==> src/rtl/pca_pkg.sv <==
package pca_pkg;
    typedef enum logic [1:0] {
        SRC_DIV2 = 2'd0,
        SRC_DIV4 = 2'd1,
        SRC_T0   = 2'd2,
        SRC_EXT  = 2'd3
    } src_e;

    typedef enum logic [2:0] {
        M_OFF      = 3'd0,
        M_CAP_RISE = 3'd1,
        M_CAP_FALL = 3'd2,
        M_CAP_BOTH = 3'd3,
        M_TIMER    = 3'd4,
        M_TOGGLE   = 3'd5,
        M_PWM      = 3'd6,
        M_WDOG     = 3'd7
    } mode_e;

    localparam int A_CTRL   = 0;
    localparam int A_CL     = 1;
    localparam int A_CH     = 2;
    localparam int A_FLAG   = 3;
    localparam int A_UNIT0  = 8;
    localparam int A_STRIDE = 4;
endpackage

==> src/rtl/pca_timebase.sv <==
module pca_timebase
    import pca_pkg::*;
#(
    parameter int DW = 8
) (
    input  logic            clk,
    input  logic            rst,
    input  logic            wr_ctrl,
    input  logic            wr_cl,
    input  logic            wr_ch,
    input  logic [DW-1:0]   wr_data,
    input  logic            t0_ovf,
    input  logic            ext_in,
    output src_e            src_q,
    output logic            run_q,
    output logic [2*DW-1:0] cnt,
    output logic            adv,
    output logic            wrap
);
    localparam int CW = 2 * DW;

    logic [1:0] pre;
    logic [2:0] ext_s;
    logic       ext_rise;
    logic       sel_tick;
    logic       tick;
    logic       sw;

    assign sw       = wr_cl || wr_ch;
    assign ext_rise = ext_s[1] && !ext_s[2];

    always_comb begin
        unique case (src_q)
            SRC_DIV2: sel_tick = pre[0];
            SRC_DIV4: sel_tick = &pre;
            SRC_T0:   sel_tick = t0_ovf;
            SRC_EXT:  sel_tick = ext_rise;
            default:  sel_tick = 1'b0;
        endcase
        tick = sel_tick && run_q;
        wrap = tick && !sw && (cnt[DW-1:0] == '1);
    end

    always_ff @(posedge clk) begin
        if (rst) begin
            pre   <= '0;
            ext_s <= '0;
            src_q <= SRC_DIV2;
            run_q <= 1'b0;
            cnt   <= '0;
            adv   <= 1'b0;
        end else begin
            pre   <= pre + 2'd1;
            ext_s <= {ext_s[1:0], ext_in};
            adv   <= tick && !sw;
            if (wr_ctrl) begin
                src_q <= src_e'(wr_data[1:0]);
                run_q <= wr_data[DW-1];
            end
            if (wr_cl) cnt[DW-1:0]  <= wr_data;
            if (wr_ch) cnt[CW-1:DW] <= wr_data;
            if (tick && !sw) cnt <= cnt + CW'(1);
        end
    end


    hold_chk: assert property (@(posedge clk) disable iff (rst)
        (!tick && !sw) |=> $stable(cnt));


    carry_chk: assert property (@(posedge clk) disable iff (rst)
        (tick && !sw && cnt[DW-1:0] == '1) |=>
        (cnt[DW-1:0] == '0 && cnt[CW-1:DW] == $past(cnt[CW-1:DW]) + DW'(1)));
endmodule

==> src/rtl/pca_unit.sv <==
module pca_unit
    import pca_pkg::*;
#(
    parameter int DW      = 8,
    parameter bit WDOG_OK = 1'b0
) (
    input  logic            clk,
    input  logic            rst,
    input  logic            adv,
    input  logic            wrap,
    input  logic [2*DW-1:0] cnt,
    input  logic            pin_in,
    input  logic            wr_mode,
    input  logic            wr_lo,
    input  logic            wr_hi,
    input  logic [DW-1:0]   wr_data,
    input  logic            clr_flag,
    output mode_e           mode_q,
    output logic [2*DW-1:0] ccap,
    output logic            flag,
    output logic            pin_out,
    output logic            wdt_q
);
    localparam int CW = 2 * DW;

    logic [1:0] sy;
    logic       sy_d;
    logic       rise;
    logic       fall;
    logic       hit;
    logic       pwm;
    logic       tog_q;
    mode_e      eff;

    assign rise = sy[1] && !sy_d;
    assign fall = !sy[1] && sy_d;
    assign hit  = adv && (cnt == ccap);
    assign pwm  = cnt[DW-1:0] < ccap[DW-1:0];
    assign eff  = (mode_q == M_WDOG && !WDOG_OK) ? M_OFF : mode_q;

    always_ff @(posedge clk) begin
        if (rst) begin
            sy     <= '0;
            sy_d   <= 1'b0;
            mode_q <= M_OFF;
            ccap   <= '0;
            flag   <= 1'b0;
            tog_q  <= 1'b0;
            wdt_q  <= 1'b0;
        end else begin
            sy   <= {sy[0], pin_in};
            sy_d <= sy[1];
            if (wr_mode)  mode_q        <= mode_e'(wr_data[2:0]);
            if (wr_lo)    ccap[DW-1:0]  <= wr_data;
            if (wr_hi)    ccap[CW-1:DW] <= wr_data;
            if (clr_flag) flag          <= 1'b0;
            unique case (eff)
                M_CAP_RISE: if (rise) begin ccap <= cnt; flag <= 1'b1; end
                M_CAP_FALL: if (fall) begin ccap <= cnt; flag <= 1'b1; end
                M_CAP_BOTH: if (rise || fall) begin ccap <= cnt; flag <= 1'b1; end
                M_TIMER:    if (hit) flag <= 1'b1;
                M_TOGGLE:   if (hit) begin flag <= 1'b1; tog_q <= !tog_q; end
                M_PWM:      if (wrap) ccap[DW-1:0] <= ccap[CW-1:DW];
                M_WDOG:     if (hit) wdt_q <= 1'b1;
                default:    ;
            endcase
        end
    end

    always_comb begin
        unique case (eff)
            M_PWM:   pin_out = pwm;
            default: pin_out = tog_q;
        endcase
    end


    cap_flag_chk: assert property (@(posedge clk) disable iff (rst)
        ((eff == M_CAP_RISE && rise) || (eff == M_CAP_FALL && fall)) |=> flag);


    timer_flag_chk: assert property (@(posedge clk) disable iff (rst)
        (eff == M_TIMER && hit) |=> flag);


    toggle_chk: assert property (@(posedge clk) disable iff (rst)
        (eff == M_TOGGLE && hit && !wr_mode) |=> (pin_out != $past(pin_out)));


    pwm_low_chk: assert property (@(posedge clk) disable iff (rst)
        (eff == M_PWM && cnt[DW-1:0] >= ccap[DW-1:0]) |-> !pin_out);


    wdt_hold_chk: assert property (@(posedge clk) disable iff (rst)
        wdt_q |=> wdt_q);
endmodule

==> src/rtl/pca_array.sv <==
module pca_array
    import pca_pkg::*;
#(
    parameter int NMOD = 5,
    parameter int AW   = 5,
    parameter int DW   = 8
) (
    input  logic            clk,
    input  logic            rst,
    input  logic            wr_en,
    input  logic [AW-1:0]   wr_addr,
    input  logic [DW-1:0]   wr_data,
    input  logic [AW-1:0]   rd_addr,
    output logic [DW-1:0]   rd_data,
    input  logic            t0_ovf,
    input  logic            ext_in,
    input  logic [NMOD-1:0] cap_in,
    output logic [NMOD-1:0] cmp_out,
    output logic [NMOD-1:0] irq,
    output logic            wdt_rst
);
    localparam int CW = 2 * DW;

    logic [CW-1:0]   cnt;
    logic            adv;
    logic            wrap;
    logic            run;
    src_e            src;
    logic [CW-1:0]   ccap [NMOD];
    mode_e           mode [NMOD];
    logic [NMOD-1:0] flag;
    logic [NMOD-1:0] wdt;
    logic            wr_clr;

    assign wr_clr  = wr_en && (wr_addr == AW'(A_FLAG));
    assign irq     = flag;
    assign wdt_rst = |wdt;

    pca_timebase #(.DW(DW)) u_tb (
        .clk     (clk),
        .rst     (rst),
        .wr_ctrl (wr_en && (wr_addr == AW'(A_CTRL))),
        .wr_cl   (wr_en && (wr_addr == AW'(A_CL))),
        .wr_ch   (wr_en && (wr_addr == AW'(A_CH))),
        .wr_data (wr_data),
        .t0_ovf  (t0_ovf),
        .ext_in  (ext_in),
        .src_q   (src),
        .run_q   (run),
        .cnt     (cnt),
        .adv     (adv),
        .wrap    (wrap)
    );

    for (genvar g = 0; g < NMOD; g++) begin : g_unit
        localparam logic [AW-1:0] BASE = AW'(A_UNIT0 + A_STRIDE * g);
        pca_unit #(.DW(DW), .WDOG_OK(g == NMOD - 1)) u_unit (
            .clk      (clk),
            .rst      (rst),
            .adv      (adv),
            .wrap     (wrap),
            .cnt      (cnt),
            .pin_in   (cap_in[g]),
            .wr_mode  (wr_en && (wr_addr == BASE)),
            .wr_lo    (wr_en && (wr_addr == BASE + AW'(1))),
            .wr_hi    (wr_en && (wr_addr == BASE + AW'(2))),
            .wr_data  (wr_data),
            .clr_flag (wr_clr && wr_data[g]),
            .mode_q   (mode[g]),
            .ccap     (ccap[g]),
            .flag     (flag[g]),
            .pin_out  (cmp_out[g]),
            .wdt_q    (wdt[g])
        );
    end

    always_comb begin
        rd_data = '0;
        if (rd_addr == AW'(A_CTRL)) begin
            rd_data[DW-1] = run;
            rd_data[1:0]  = src;
        end
        if (rd_addr == AW'(A_CL))   rd_data = cnt[DW-1:0];
        if (rd_addr == AW'(A_CH))   rd_data = cnt[CW-1:DW];
        if (rd_addr == AW'(A_FLAG)) rd_data[NMOD-1:0] = flag;
        for (int i = 0; i < NMOD; i++) begin
            if (rd_addr == AW'(A_UNIT0 + A_STRIDE * i))     rd_data = DW'(mode[i]);
            if (rd_addr == AW'(A_UNIT0 + A_STRIDE * i + 1)) rd_data = ccap[i][DW-1:0];
            if (rd_addr == AW'(A_UNIT0 + A_STRIDE * i + 2)) rd_data = ccap[i][CW-1:DW];
        end
    end
endmodule

==> config.mk <==
export PLATFORM = sky130hd
export DESIGN_NAME = pca_array
export DESIGN_NICKNAME = d
export VERILOG_FILES = /design/src/rtl/pca_pkg.sv /design/src/rtl/pca_timebase.sv /design/src/rtl/pca_unit.sv /design/src/rtl/pca_array.sv
export SDC_FILE = /design/constraint.sdc
export NUM_CORES = 1
export LEC_CHECK = 0
export ABC_AREA = 1
export CAP_MARGIN = 20
export CORE_MARGIN = 1
export CORE_UTILIZATION = 55
export DETAILED_ROUTE_END_ITERATION = 7
export PLACE_DENSITY = 0.88
export SYNTH_ARGS = -nofsm -noshare
export SYNTH_HDL_FRONTEND = slang
export SYNTH_SLANG_ARGS = --single-unit
==> constraint.sdc <==
create_clock -name clk -period 2 [get_ports clk]
set_clock_uncertainty 0.1 [all_clocks]
set_input_delay 0.3 -clock clk [delete_from_list [all_inputs] [get_ports clk]]
set_output_delay 0.3 -clock clk [all_outputs]
set_load 0.01 [all_outputs]
==> impl_metrics.yaml, run 1 <==
floorplan:
  die_height_um: 137
  floorplan.die.width_um: 137
  ioPinCount: 47
  placementRows: 48
  start_util_pct: 57.1
run_status:
  status: "did not finish"
  tool.error: "[ERROR GRT-0232] Routing congestion too high. Check the congestion heatmap in the GUI."
  failing_step: "5_1_grt"
sta:
  timing.worst_endpoint.kind: "top-level output"
  worst_endpoint: "rd_data[2]"
synthesis:
  async_reset_ff_share_pct: 0
  ys.warnings.count: 0
  synthDistinctLibCells: 57
  synth_ff_type: "sky130_fd_sc_hd__dfxtp_1"
  yosys_register_bits: 150
  syn-mean-instance-area_sq_um: 6.59
  synth_enable_flop_cells: 0
  synth_top_cells_by_area: "sky130_fd_sc_hd__dfxtp_1, sky130_fd_sc_hd__nand2_1, sky130_fd_sc_hd__inv_1, sky130_fd_sc_hd__a21oi_1, sky130_fd_sc_hd__ha_1"
  postSynthCellCount: 1520
  postSynthNetCount: 1600
  synth.cell_area_sq_mm: 0.0100
  ys_seq_area_share_pct: 30.0
  synth.cells.most_frequent: "sky130_fd_sc_hd__nand2_1, sky130_fd_sc_hd__inv_1, sky130_fd_sc_hd__dfxtp_1"
  synthDominantAreaCellType: "sky130_fd_sc_hd__dfxtp_1"
  synth_most_common_cell: "sky130_fd_sc_hd__nand2_1"
  synth_top_area_share_pct: 30.0
place:
  place_congestion: 1.21
  portBuffers: 46
  placedInstanceArea_sq_mm: 0.0125
  dp_hpwl_mm: 29.6
clock_network:
  max-clock-path-buffers: 2
  cts_htree_levels: 4
  tritoncts.num_buffers: 17
  number_of_sinks_on_the_clock_net: 150
  cts_hold_repair.buffers: 0
  root_buffer: "sky130_fd_sc_hd__clkbuf_16"
grt:
  grt_start_max_net_pins: 117
  globalRouteOverflowTotal: 323
  track_usage_pct: 90.0
-- what timing repair did --
item                                    in CTS
setup buffers                               35
endpoints found under the setup margin      82
resized for setup                          287
gates cloned                                 1
pin swaps                                   74
-- per-layer routing --
layer	overflow	GRT usage, %
met4	103	94.6
met1	16	87.0
met3	28	82.5
met5	1	65.3
met2	175	99.7
-- logic make-up after synthesis --
group	after synthesis	share of synthesized area (%)
AO/OA/AOI/OAI	391	23.2
multiplexers	1	0.0999
flip-flops	150	30.0
AND/OR/NAND/NOR	620	26.6
buffers and inverters	281	11.4
XOR/XNOR	25	2.19
adder cells (fa/ha/maj)	52	6.49
-- metrics by stage --
step	cells	setup TNS (ps)	setup WS, ps
after floorplan	1520	0	18.1
after global placement	1985	-41070	-1110
after detailed placement	1985	-48310	-1220
after CTS	2050	-14320	-432
==> inputs of run 2 (changes only) <==
- CORE_UTILIZATION: 55 -> 40
- PLACE_DENSITY: 0.88 -> default
- PLACE_DENSITY_LB_ADDON: default -> 0.15
- clock period: 2 -> 2.6 ns (I/O delays scaled with it)
==> run 2 against run 1 <==
Net effect:
- the flow now finishes without violations
- synthesized area stayed put
- synthesized cell count stayed put
==> impl_metrics.yaml, run 2 <==
run_status:
  status: "complete, no violations"
synthesis:
  synth_top_area_share_pct: 30.0
  postSynthCellCount: 1520
  synth_top_cells_by_area: "sky130_fd_sc_hd__dfxtp_1, sky130_fd_sc_hd__nand2_1, sky130_fd_sc_hd__inv_1, sky130_fd_sc_hd__a21oi_1, sky130_fd_sc_hd__ha_1"
  synth.cell_area_sq_mm: 0.0100
  yosys_register_bits: 150
  async_reset_ff_share_pct: 0
  ys.warnings.count: 0
  synth_ff_type: "sky130_fd_sc_hd__dfxtp_1"
  synth_most_common_cell: "sky130_fd_sc_hd__nand2_1"
  syn-mean-instance-area_sq_um: 6.59
  postSynthNetCount: 1600
  synth_enable_flop_cells: 0
  synthDistinctLibCells: 57
  ys_seq_area_share_pct: 30.0
  synth.cells.most_frequent: "sky130_fd_sc_hd__nand2_1, sky130_fd_sc_hd__inv_1, sky130_fd_sc_hd__dfxtp_1"
  synthDominantAreaCellType: "sky130_fd_sc_hd__dfxtp_1"
finish:
  antenna-diode-count: 0
  final_cell_mix: "sky130_fd_sc_hd__nand2_1, sky130_fd_sc_hd__inv_1, sky130_fd_sc_hd__buf_4"
  fin_nets: 1757
  areaGrowthSynthToFinish_pct: 26.9
  filler_cells: 2477
  final_core_utilization_pct: 52.0
  layout-drive-gt1-share_pct: 19.0
  flip_flop_count_of_the_largest_register_all_copies_and_words_added: 80
  stdcell_count: 2014
  most_frequent_standard_cell_in_the_layout_excluding_fill_and_tap_cells: "sky130_fd_sc_hd__nand2_1"
  largestRegisters: "g_unit.u_unit.ccap (80), u_tb.cnt (16), g_unit.u_unit.mode_q (15)"
  post-route-cell-area_sq_mm: 0.0127
  top_register: "g_unit.u_unit.ccap"
power:
  pwr-share-clk_pct: 45.2
  p_switching_mw: 1.57
  power.sequential.fraction_pct: 43.2
  p_per_area_mw_per_mm2: 430
  finalPower_mw: 5.47
  worst_vdd_drop_mv: 0.353
  relative_contribution_of_combinational_cells_to_total_power_pct: 11.6
  switching_share_pct: 28.7
  internal_power_mw: 3.90
  p_leak_nw: 5.40
place:
  place_congestion: 0.975
  dp_hpwl_mm: 31.8
  worst_slack_at_placement_ps: -845
  placedInstanceArea_sq_mm: 0.0118
  place.detailed.instances: 1972
  portBuffers: 46
drt:
  detailedRoute.firstPassIterationCount: 8
  avgRoutedWirePerCell_um: 21.5
  drcViolationCount: 0
  num_vias: 11400
  finalWirelength_mm: 43.2
  routed_via_density: 5.68
  antenna_violating_nets_post_route: 0
  detail_route.iter0.violations: 1276
grt:
  globalRouteOverflowTotal: 0
  grt_first_pass_wirelength_mm: 64.4
  number_of_antenna_violations_at_the_first_check_in_global_routing: 1
  grt_pass1_vias: 10500
  track_usage_pct: 33.7
  grt_start_max_net_pins: 117
clock_network:
  insertion_delay_of_the_later_clocked_pin_in_the_worst_skew_pair_ps: 450
  root_buffer: "sky130_fd_sc_hd__clkbuf_16"
  max-clock-path-buffers: 2
  tritoncts.num_buffers: 17
  cts_htree_levels: 4
  clk_pin_slew_ps: 70
  tritoncts: "built"
  cts_hold_repair.buffers: 0
  number_of_sinks_on_the_clock_net: 150
setup_path:
  critPathRequiredTime_ps: 2110
  cp-start-kind: "flip-flop"
  timing.critical_path.slowest_stage_cell: "sky130_fd_sc_hd__dfxtp_4"
  cells_along_the_critical_path: "buf_6 -> nand4_1 -> nand2_1 -> nor2_1 -> nand3_1 -> nand2_1 -> nand3_2 -> nand2_2 -> nand3_2 -> nand2_1 -> nand4_1 -> nand2_1 -> nand4_1 -> buf_2"
  path_common_cell: "sky130_fd_sc_hd__nand2_1"
  worst-r2r-cell-count: 11
  crit_path_end_kind: "primary output"
  critPathMaxStageDelay_ps: 350
  critical_path.max_fanout: 4
  critical_path_arrival_ps: 2100
  crit_type: "flip-flop to primary output"
floorplan:
  placementRows: 57
  core_area_sq_mm: 0.0245
  die_area_sq_mm: 0.0257
  floorplan.die.width_um: 160
  die_height_um: 160
  ioPinCount: 47
  start_util_pct: 41.0
sta:
  timing_hold_violations_final: 0
  timing.final.ws_setup_ps: 7.10
  hold_slack_final_ps: 300
  final_setup_violating_endpoints: 0
  max_clock_freq_mhz: 386
  fin_setup_tns_ps: 0
  fin_crit_ps: 2590
  timing.max_slew.rel_slack_pct: 50.6
  max_slew.worst_pin.slew_ps: 740
  fin_crit_sh_pct: 99.7
  final-max-slew-violation-count: 0
  rsz_0062_raised_after_global_routing: "yes"
worst_hold_path:
  hold-path-cell-count: 2
  holdCritPathClass: "flip-flop to flip-flop"
flow_run:
  maxCapViolations: 0
[run 2: cell counts after synthesis]
No cell type changed its count.
[run 2: metal layers]
layer | GRT usage [%] | vias to the layer above | wire (um)
met5 | 0 | - | 0
li1 | - | 5410 | -
met3 | 5.66 | 109 | 4100
met4 | 16.2 | 0 | 1890
met1 | 47.0 | 5337 | 18900
met2 | 50.2 | 589 | 18300
[run 2: logic make-up (layout without fill, tap and decap cells)]
group                    Yosys count  after routing  share of synthesized area (%)
AO/OA/AOI/OAI                    391            391                           23.2
XOR/XNOR                          25             25                           2.19
adder cells (fa/ha/maj)           52             52                           6.49
buffers and inverters            281            451                           11.4
flip-flops                       150            150                           30.0
multiplexers                       1              1                         0.0999
AND/OR/NAND/NOR                  620            620                           26.6
[run 2: cell type report]
class                           instances  area [sq um]  area share (%)
Clock buffer                           20           437            3.43
Clock inverter                         12           120           0.944
Inverter                              208           793            6.24
Multi-Input combinational cell       1089          6140            48.3
Sequential cell                       150          3020            23.7
Tap cell                              324           405            3.19
Timing Repair Buffer                  211          1800            14.2
[run 2: path summary, 6_finish.rpt]
path	start	end	slack (ps)
setup / recovery	u_tb.cnt[0]	rd_data[0]	7
setup reg to reg	u_tb.cnt[1]	g_unit[2].u_unit.ccap[2]	200
hold reg to reg	g_unit[1].u_unit.sy[0]	g_unit[1].u_unit.sy[1]	300
hold / removal	g_unit[1].u_unit.sy[0]	g_unit[1].u_unit.sy[1]	300
[run 2: worst max-delay path, delay by kind of cell (launching register included)]
family | cells | cell delay, ps
buf+inv | 2 | 290
flops | 1 | 350
simple gates | 12 | 1030
[run 2: repair_timing]
item	4_1_cts	5_1_grt
gates resized for setup	127	73
pin swaps	19	40
setup buffers	6	5
setup endpoints to repair	13	15
endpoints found under the hold margin	0	0
[run 2: power groups by stage]
stage | Combinational (mW) | Clock [mW] | Sequential, mW
floorplan | 0.291 | 0 | 2.40
global placement | 0.581 | 0 | 2.42
detailed placement | 0.584 | 0 | 2.42
CTS | 0.598 | 2.48 | 2.36
global route | 0.676 | 2.58 | 2.37
finish | 0.633 | 2.47 | 2.36
Note: power is estimated with default switching activity, not from simulation.
==> inputs of run 3 (changes only) <==
--- a/config.mk
+++ b/config.mk
@@ -7,3 +7,2 @@
 export LEC_CHECK = 0
-export ABC_AREA = 1
 export CAP_MARGIN = 20
==> constraint.sdc (replaced) <==
create_clock -name clk -period 2.6 [get_ports clk]
set_clock_uncertainty 0.1 [all_clocks]
set_input_delay 0.65 -clock clk [delete_from_list [all_inputs] [get_ports clk]]
set_output_delay 0.65 -clock clk [all_outputs]
set_load 0.01 [all_outputs]
==> run 3 against run 2 <==
Net effect:
- the run now ends with setup timing left
- clock-buffer cell count is 2 lower
- worst hold slack better by 40 ps
- cell count is 6.4% lower
- flip-flop and latch count stayed put
- synthesized area is 3.9% higher
- critical endpoint is now rd_data[1]
==> impl_metrics.yaml, run 3 <==
run_status:
  status: "finished with violations"
  failing_checks: "setup timing"
synthesis:
  synth_most_common_cell: "sky130_fd_sc_hd__dfxtp_1"
  synthDistinctLibCells: 80
  ys_seq_area_share_pct: 28.8
  share_of_synthesized_area_spent_on_multiplexers_pct: 9.00
  synth.cell_area_sq_mm: 0.0104
  async_reset_ff_share_pct: 0
  postSynthCellCount: 1301
  synth_top_cells_by_area: "sky130_fd_sc_hd__dfxtp_1, sky130_fd_sc_hd__ha_1, sky130_fd_sc_hd__mux2i_1, sky130_fd_sc_hd__nand2_1, sky130_fd_sc_hd__nor2_1"
  post_synth_xor_area_fraction_pct: 4.12
  synth_ff_type: "sky130_fd_sc_hd__dfxtp_1"
  postSynthNetCount: 1381
  yosys_register_bits: 150
  synth.cells.most_frequent: "sky130_fd_sc_hd__dfxtp_1, sky130_fd_sc_hd__nand2_1, sky130_fd_sc_hd__nor2_1"
  syn-mean-instance-area_sq_um: 8.00
  complex_gate_fraction_of_the_synthesized_area_pct: 23.0
  ys.warnings.count: 0
  largest_family_of_logic_cells_by_synthesized_area: "compound AO/OA/AOI/OAI gates"
  synth_top_area_share_pct: 28.8
  post_synth_fa_ha_maj_area_fraction_pct: 6.25
  synth_enable_flop_cells: 0
  synth_simple_gate_area_share_pct: 21.2
  synthDominantAreaCellType: "sky130_fd_sc_hd__dfxtp_1"
clock_network:
  clk_pin_slew_ps: 70
  cts_hold_repair.buffers: 0
  tritoncts: "built"
  root_buffer: "sky130_fd_sc_hd__clkbuf_16"
  insertion_delay_of_the_later_clocked_pin_in_the_worst_skew_pair_ps: 430
  cts_htree_levels: 4
  max-clock-path-buffers: 2
  tritoncts.num_buffers: 17
  number_of_sinks_on_the_clock_net: 150
sta:
  fin_crit_sh_pct: 114
  rsz_0062_raised_after_global_routing: "yes"
  timing.max_slew.rel_slack_pct: 50.2
  timing_hold_violations_final: 0
  max_slew.worst_pin.slew_ps: 744
  fin_crit_ps: 2960
  final_setup_violating_endpoints: 13
  max_clock_freq_mhz: 337
  final-max-slew-violation-count: 0
  timing.final.ws_setup_ps: -364
drt:
  dr_wl_met3_mm: 3.87
  finalWirelength_mm: 44.2
  detail_route.iter0.violations: 1127
  drcViolationCount: 0
  met2RoutedLength_mm: 19.5
  num_vias: 11300
  detailedRoute.firstPassIterationCount: 5
  met1_length_mm: 19.1
  avgRoutedWirePerCell_um: 23.5
  antenna_violating_nets_post_route: 0
  routed_via_density: 5.97
  highest_layer: "met4"
setup_path:
  critical_path_arrival_ps: 2210
  setup.worst_path.start: "rd_addr[2]"
  critical_path.reg2reg.startpoint: "u_tb.cnt[7]"
  crit_type: "primary input to primary output"
  critical_path.max_fanout: 3
  critPathRequiredTime_ps: 1850
  worst-r2r-cell-count: 12
  crit_path_end_kind: "primary output"
  crit-reg2reg-capture: "g_unit[1].u_unit.tog_q"
  setup.worst_path.end: "rd_data[1]"
  cp-start-kind: "primary input"
  timing.reg2reg.setup_slack_ps: 110
power:
  power.sequential.fraction_pct: 39.9
  p_leak_nw: 5.91
  p_per_area_mw_per_mm2: 405
  relative_contribution_of_combinational_cells_to_total_power_pct: 17.1
  p_switching_mw: 1.71
  pwr-share-clk_pct: 43.0
  worst_vdd_drop_mv: 0.447
  switching_share_pct: 28.7
  internal_power_mw: 4.26
finish:
  multi_input_comb_area_sq_mm: 0.00732
  final_core_utilization_pct: 58.2
  most_frequent_standard_cell_in_the_layout_excluding_fill_and_tap_cells: "sky130_fd_sc_hd__buf_4"
  stdcell_count: 1886
  sequential_cell_area_sq_mm: 0.00302
  final_cell_mix: "sky130_fd_sc_hd__buf_4, sky130_fd_sc_hd__dfxtp_1, sky130_fd_sc_hd__nand2_1"
  antenna-diode-count: 0
  areaGrowthSynthToFinish_pct: 41.5
  post-route-cell-area_sq_mm: 0.0147
  filler_cells: 2292
  fin_nets: 1624
  largestRegisters: "g_unit.u_unit.ccap (80), u_tb.cnt (16), g_unit.u_unit.mode_q (15)"
  flip_flop_count_of_the_largest_register_all_copies_and_words_added: 80
  layout-drive-gt1-share_pct: 32.1
  top_register: "g_unit.u_unit.ccap"
floorplan:
  die_area_sq_mm: 0.0267
  core_area_sq_mm: 0.0253
  floorplan.die.width_um: 163
  die_height_um: 163
  ioPinCount: 47
  start_util_pct: 41.1
  placementRows: 58
grt:
  globalRouteOverflowTotal: 0
  grt_start_max_net_pins: 93
  grt_first_pass_wirelength_mm: 64.9
  number_of_antenna_violations_at_the_first_check_in_global_routing: 0
  track_usage_pct: 33.1
  grt_pass1_vias: 10600
flow_run:
  maxCapViolations: 0
place:
  portBuffers: 46
  place_congestion: 0.973
  placedInstanceArea_sq_mm: 0.0130
  place.detailed.instances: 1822
  dp_hpwl_mm: 31.6
worst_hold_path:
  holdCritPathClass: "flip-flop to flip-flop"
## run 3: worst max-delay path: stages
cell                       delay, ps
sky130_fd_sc_hd__buf_8           100
sky130_fd_sc_hd__or3_4           420
sky130_fd_sc_hd__a221oi_2        180
sky130_fd_sc_hd__a32oi_1          80
sky130_fd_sc_hd__a221o_1         300
sky130_fd_sc_hd__a221oi_2        300
sky130_fd_sc_hd__buf_2           190
## run 3: cell families after synthesis
logic type / Yosys count
AOI/OAI and AO/OA: 345
xor gates and xnor gates: 49
adders and majority gates: 52
buffers and inverters: 191
DFF: 150
muxes: 90
and+or+nand+nor: 424
## run 3: metrics by stage
stage                     setup WS, ps  hold slack (ps)  total power [mW]  setup TNS [ps]
after CTS                         -417              339              5.90           -3020
after global placement           -1230              322              3.26          -23310
after detailed placement         -1230              322              3.26          -25280
after global routing              -418              349              6.14           -3530
final                             -364              340              5.97           -2820
after floorplan                   -236              314              2.84            -439
## run 3: area by class of cell
cell class / instances / share of cell area [%]
clock buffer: 18 / 2.91
clock inverter: 13 / 0.993
inverter: 70 / 1.79
multi-input combinational: 960 / 49.7
sequential: 150 / 20.5
tap: 330 / 2.80
timing repair buffer: 345 / 21.3
## run 3: worst min-delay path by stage
| stage | to | depth (start not counted) | from | slack, ps |
|---|---|---|---|---|
| floorplan | g_unit[0].u_unit.sy[1] | 1 | g_unit[0].u_unit.sy[0] | 310 |
| global placement | u_tb.ext_s[1] | 1 | u_tb.ext_s[0] | 320 |
| detailed placement | g_unit[2].u_unit.sy[1] | 1 | g_unit[2].u_unit.sy[0] | 320 |
| CTS | g_unit[2].u_unit.sy[1] | 1 | g_unit[2].u_unit.sy[0] | 340 |
| global route | g_unit[2].u_unit.sy[1] | 1 | g_unit[2].u_unit.sy[0] | 350 |
| finish | g_unit[2].u_unit.sy[1] | 1 | g_unit[2].u_unit.sy[0] | 340 |
## run 3: what timing repair did
action | in CTS | in global routing
pin swaps | 55 | 47
endpoints found under the setup margin | 13 | 38
setup buffers | 17 | 13
gates resized for setup | 190 | 89
gates cloned | 6 | 1
## run 3: power by group through the flow
| stage | combinational [mW] | clock [mW] | sequential, mW |
|---|---|---|---|
| final | 1.02 | 2.57 | 2.38 |
| after global routing | 1.08 | 2.67 | 2.38 |
| after CTS | 0.945 | 2.58 | 2.38 |
| after detailed placement | 0.830 | 0 | 2.43 |
| after global placement | 0.826 | 0 | 2.43 |
| after floorplan | 0.416 | 0 | 2.42 |
## run 3: per-layer routing
layer / track usage, % / vias to the layer above
met5: 0 / -
met4: 14.0 / 0
met3: 6.60 / 105
met2: 50.5 / 581
met1: 45.1 / 5332
li1: - / 5236
==> inputs of run 4 (changes only) <==
- GPL_TIMING_DRIVEN: default -> 0
==> run 4 against run 3 <==
Net effect:
- the flow still finishes with violations (setup timing)
- sequential share of layout area grew 2.3 points
- global-route usage grew 3.2 points
- clock-buffer cell count decreased by 1
- routed wire length increased by 9.1%
- sequential power about the same
- final area is 9.5% lower
==> impl_metrics.yaml, run 4 (same netlist as run 3, synthesis figures left out) <==
sta:
  hold_slack_final_ps: 337
  fin_crit_ps: 3040
  rsz_0062_raised_after_global_routing: "yes"
  max_clock_freq_mhz: 328
  final-max-slew-violation-count: 0
  timing.max_slew.rel_slack_pct: 22.3
  max_slew.worst_pin.slew_ps: 1160
  timing.final.ws_setup_ps: -445
  fin_crit_sh_pct: 117
  fin_setup_tns_ps: -3500
  timing_hold_violations_final: 0
  final_setup_violating_endpoints: 13
floorplan:
  placementRows: 58
  core_area_sq_mm: 0.0253
  floorplan.die.width_um: 163
  die_area_sq_mm: 0.0267
  ioPinCount: 47
  die_height_um: 163
  start_util_pct: 41.1
place:
  dp_hpwl_mm: 33.7
  place.detailed.instances: 1671
  placedInstanceArea_sq_mm: 0.0113
  portBuffers: 39
  place_congestion: 1.05
  worst_slack_at_placement_ps: -1770
power:
  p_switching_mw: 1.80
  relative_contribution_of_combinational_cells_to_total_power_pct: 14.3
  internal_power_mw: 4.14
  pwr-share-clk_pct: 45.4
  p_per_area_mw_per_mm2: 445
  switching_share_pct: 30.3
  worst_vdd_drop_mv: 0.385
  power.sequential.fraction_pct: 40.3
  p_leak_nw: 4.97
setup_path:
  critPathRequiredTime_ps: 1850
  cp-start-kind: "primary input"
  crit_path_end_kind: "primary output"
  crit_type: "primary input to primary output"
  critical_path_arrival_ps: 2290
  critical_path.max_fanout: 3
worst_hold_path:
  holdCritPathClass: "flip-flop to flip-flop"
finish:
  post-route-cell-area_sq_mm: 0.0133
  stdcell_count: 1741
  layout-drive-gt1-share_pct: 22.0
  largestRegisters: "g_unit.u_unit.ccap (80), u_tb.cnt (16), g_unit.u_unit.mode_q (15)"
  flip_flop_count_of_the_largest_register_all_copies_and_words_added: 80
  final_cell_mix: "sky130_fd_sc_hd__dfxtp_1, sky130_fd_sc_hd__nand2_1, sky130_fd_sc_hd__nor2_1"
  fin_nets: 1478
  antenna-diode-count: 0
  most_frequent_standard_cell_in_the_layout_excluding_fill_and_tap_cells: "sky130_fd_sc_hd__dfxtp_1"
  top_register: "g_unit.u_unit.ccap"
  areaGrowthSynthToFinish_pct: 28.1
clock_network:
  insertion_delay_of_the_later_clocked_pin_in_the_worst_skew_pair_ps: 450
  clk_pin_slew_ps: 60
  tritoncts: "built"
  max-clock-path-buffers: 2
  tritoncts.num_buffers: 17
  number_of_sinks_on_the_clock_net: 150
  cts_htree_levels: 4
  root_buffer: "sky130_fd_sc_hd__clkbuf_16"
  cts_hold_repair.buffers: 0
drt:
  antenna_violating_nets_post_route: 0
  finalWirelength_mm: 48.3
  detailedRoute.firstPassIterationCount: 6
  routed_via_density: 6.47
  avgRoutedWirePerCell_um: 27.7
  detail_route.iter0.violations: 1557
  num_vias: 11300
  drcViolationCount: 0
grt:
  track_usage_pct: 36.3
  grt_start_max_net_pins: 17
  globalRouteOverflowTotal: 0
  grt_first_pass_wirelength_mm: 69.3
  grt_pass1_vias: 10600
  number_of_antenna_violations_at_the_first_check_in_global_routing: 0
run_status:
  failing_checks: "setup timing"
  status: "finished with violations"
flow_run:
  maxCapViolations: 0
## run 4: cell type report
cell class / count / area (sq um)
Clock buffer: 17 / 425
Tap cell: 330 / 413
Buffer: 105 / 848
Fill cell: 2418 / 12000
Multi-Input combinational cell: 960 / 7270
Inverter: 70 / 268
Clock inverter: 15 / 185
Timing Repair Buffer: 94 / 885
Sequential cell: 150 / 3040
## run 4: critical path, stage by stage
cell,delay [ps]
sky130_fd_sc_hd__buf_12,100
sky130_fd_sc_hd__or3_4,380
sky130_fd_sc_hd__buf_8,140
sky130_fd_sc_hd__a221oi_4,180
sky130_fd_sc_hd__a32oi_2,70
sky130_fd_sc_hd__a221o_1,300
sky130_fd_sc_hd__a221oi_2,280
sky130_fd_sc_hd__buf_2,180
## run 4: power by group through the flow
| stage | combinational, mW | sequential [mW] | clock (mW) |
|---|---|---|---|
| 2_1_floorplan | 0.416 | 2.42 | 0 |
| 3_3_place_gp | 0.671 | 2.45 | 0 |
| 3_5_place_dp | 0.674 | 2.45 | 0 |
| 4_1_cts | 0.774 | 2.39 | 2.69 |
| 5_1_grt | 0.893 | 2.40 | 2.78 |
| 6_report | 0.849 | 2.39 | 2.69 |
## run 4: repair_timing
item,CTS,global route
pin swaps,48,35
endpoints found under the setup margin,123,66
endpoints found under the hold margin,0,0
buffers inserted,35,20
resized for setup,267,76
gates cloned,1,0
## run 4: through the flow
stage / power, mW / utilization [%]
after CTS: 5.85 / 51.1
after global placement: 3.12 / 44.6
after detailed placement: 3.12 / 44.6
after floorplan: 2.84 / -
after global routing: 6.06 / 52.7
final: 5.93 / 52.7
## run 4: path summary, 6_finish.rpt
path / startpoint / slack (ps) / to / cells past startpoint
worst max register to register: u_tb.cnt[0] / 90 / g_unit[3].u_unit.ccap[7] / 8
worst min register to register: g_unit[4].u_unit.sy[0] / 340 / g_unit[4].u_unit.sy[1] / 1
worst max-delay path: rd_addr[2] / -440 / rd_data[1] / 8
worst min-delay path: g_unit[4].u_unit.sy[0] / 340 / g_unit[4].u_unit.sy[1] / 1
## run 4: metal layers
layer  vias up  part of all wire, %  global-route usage [%]
met5         -                    0                       0
met4         0                  6.5                    20.6
met1      5394                   39                    47.6
met2       718                   42                    54.0
li1       4962                    -                       -
met3       192                   12                    9.09
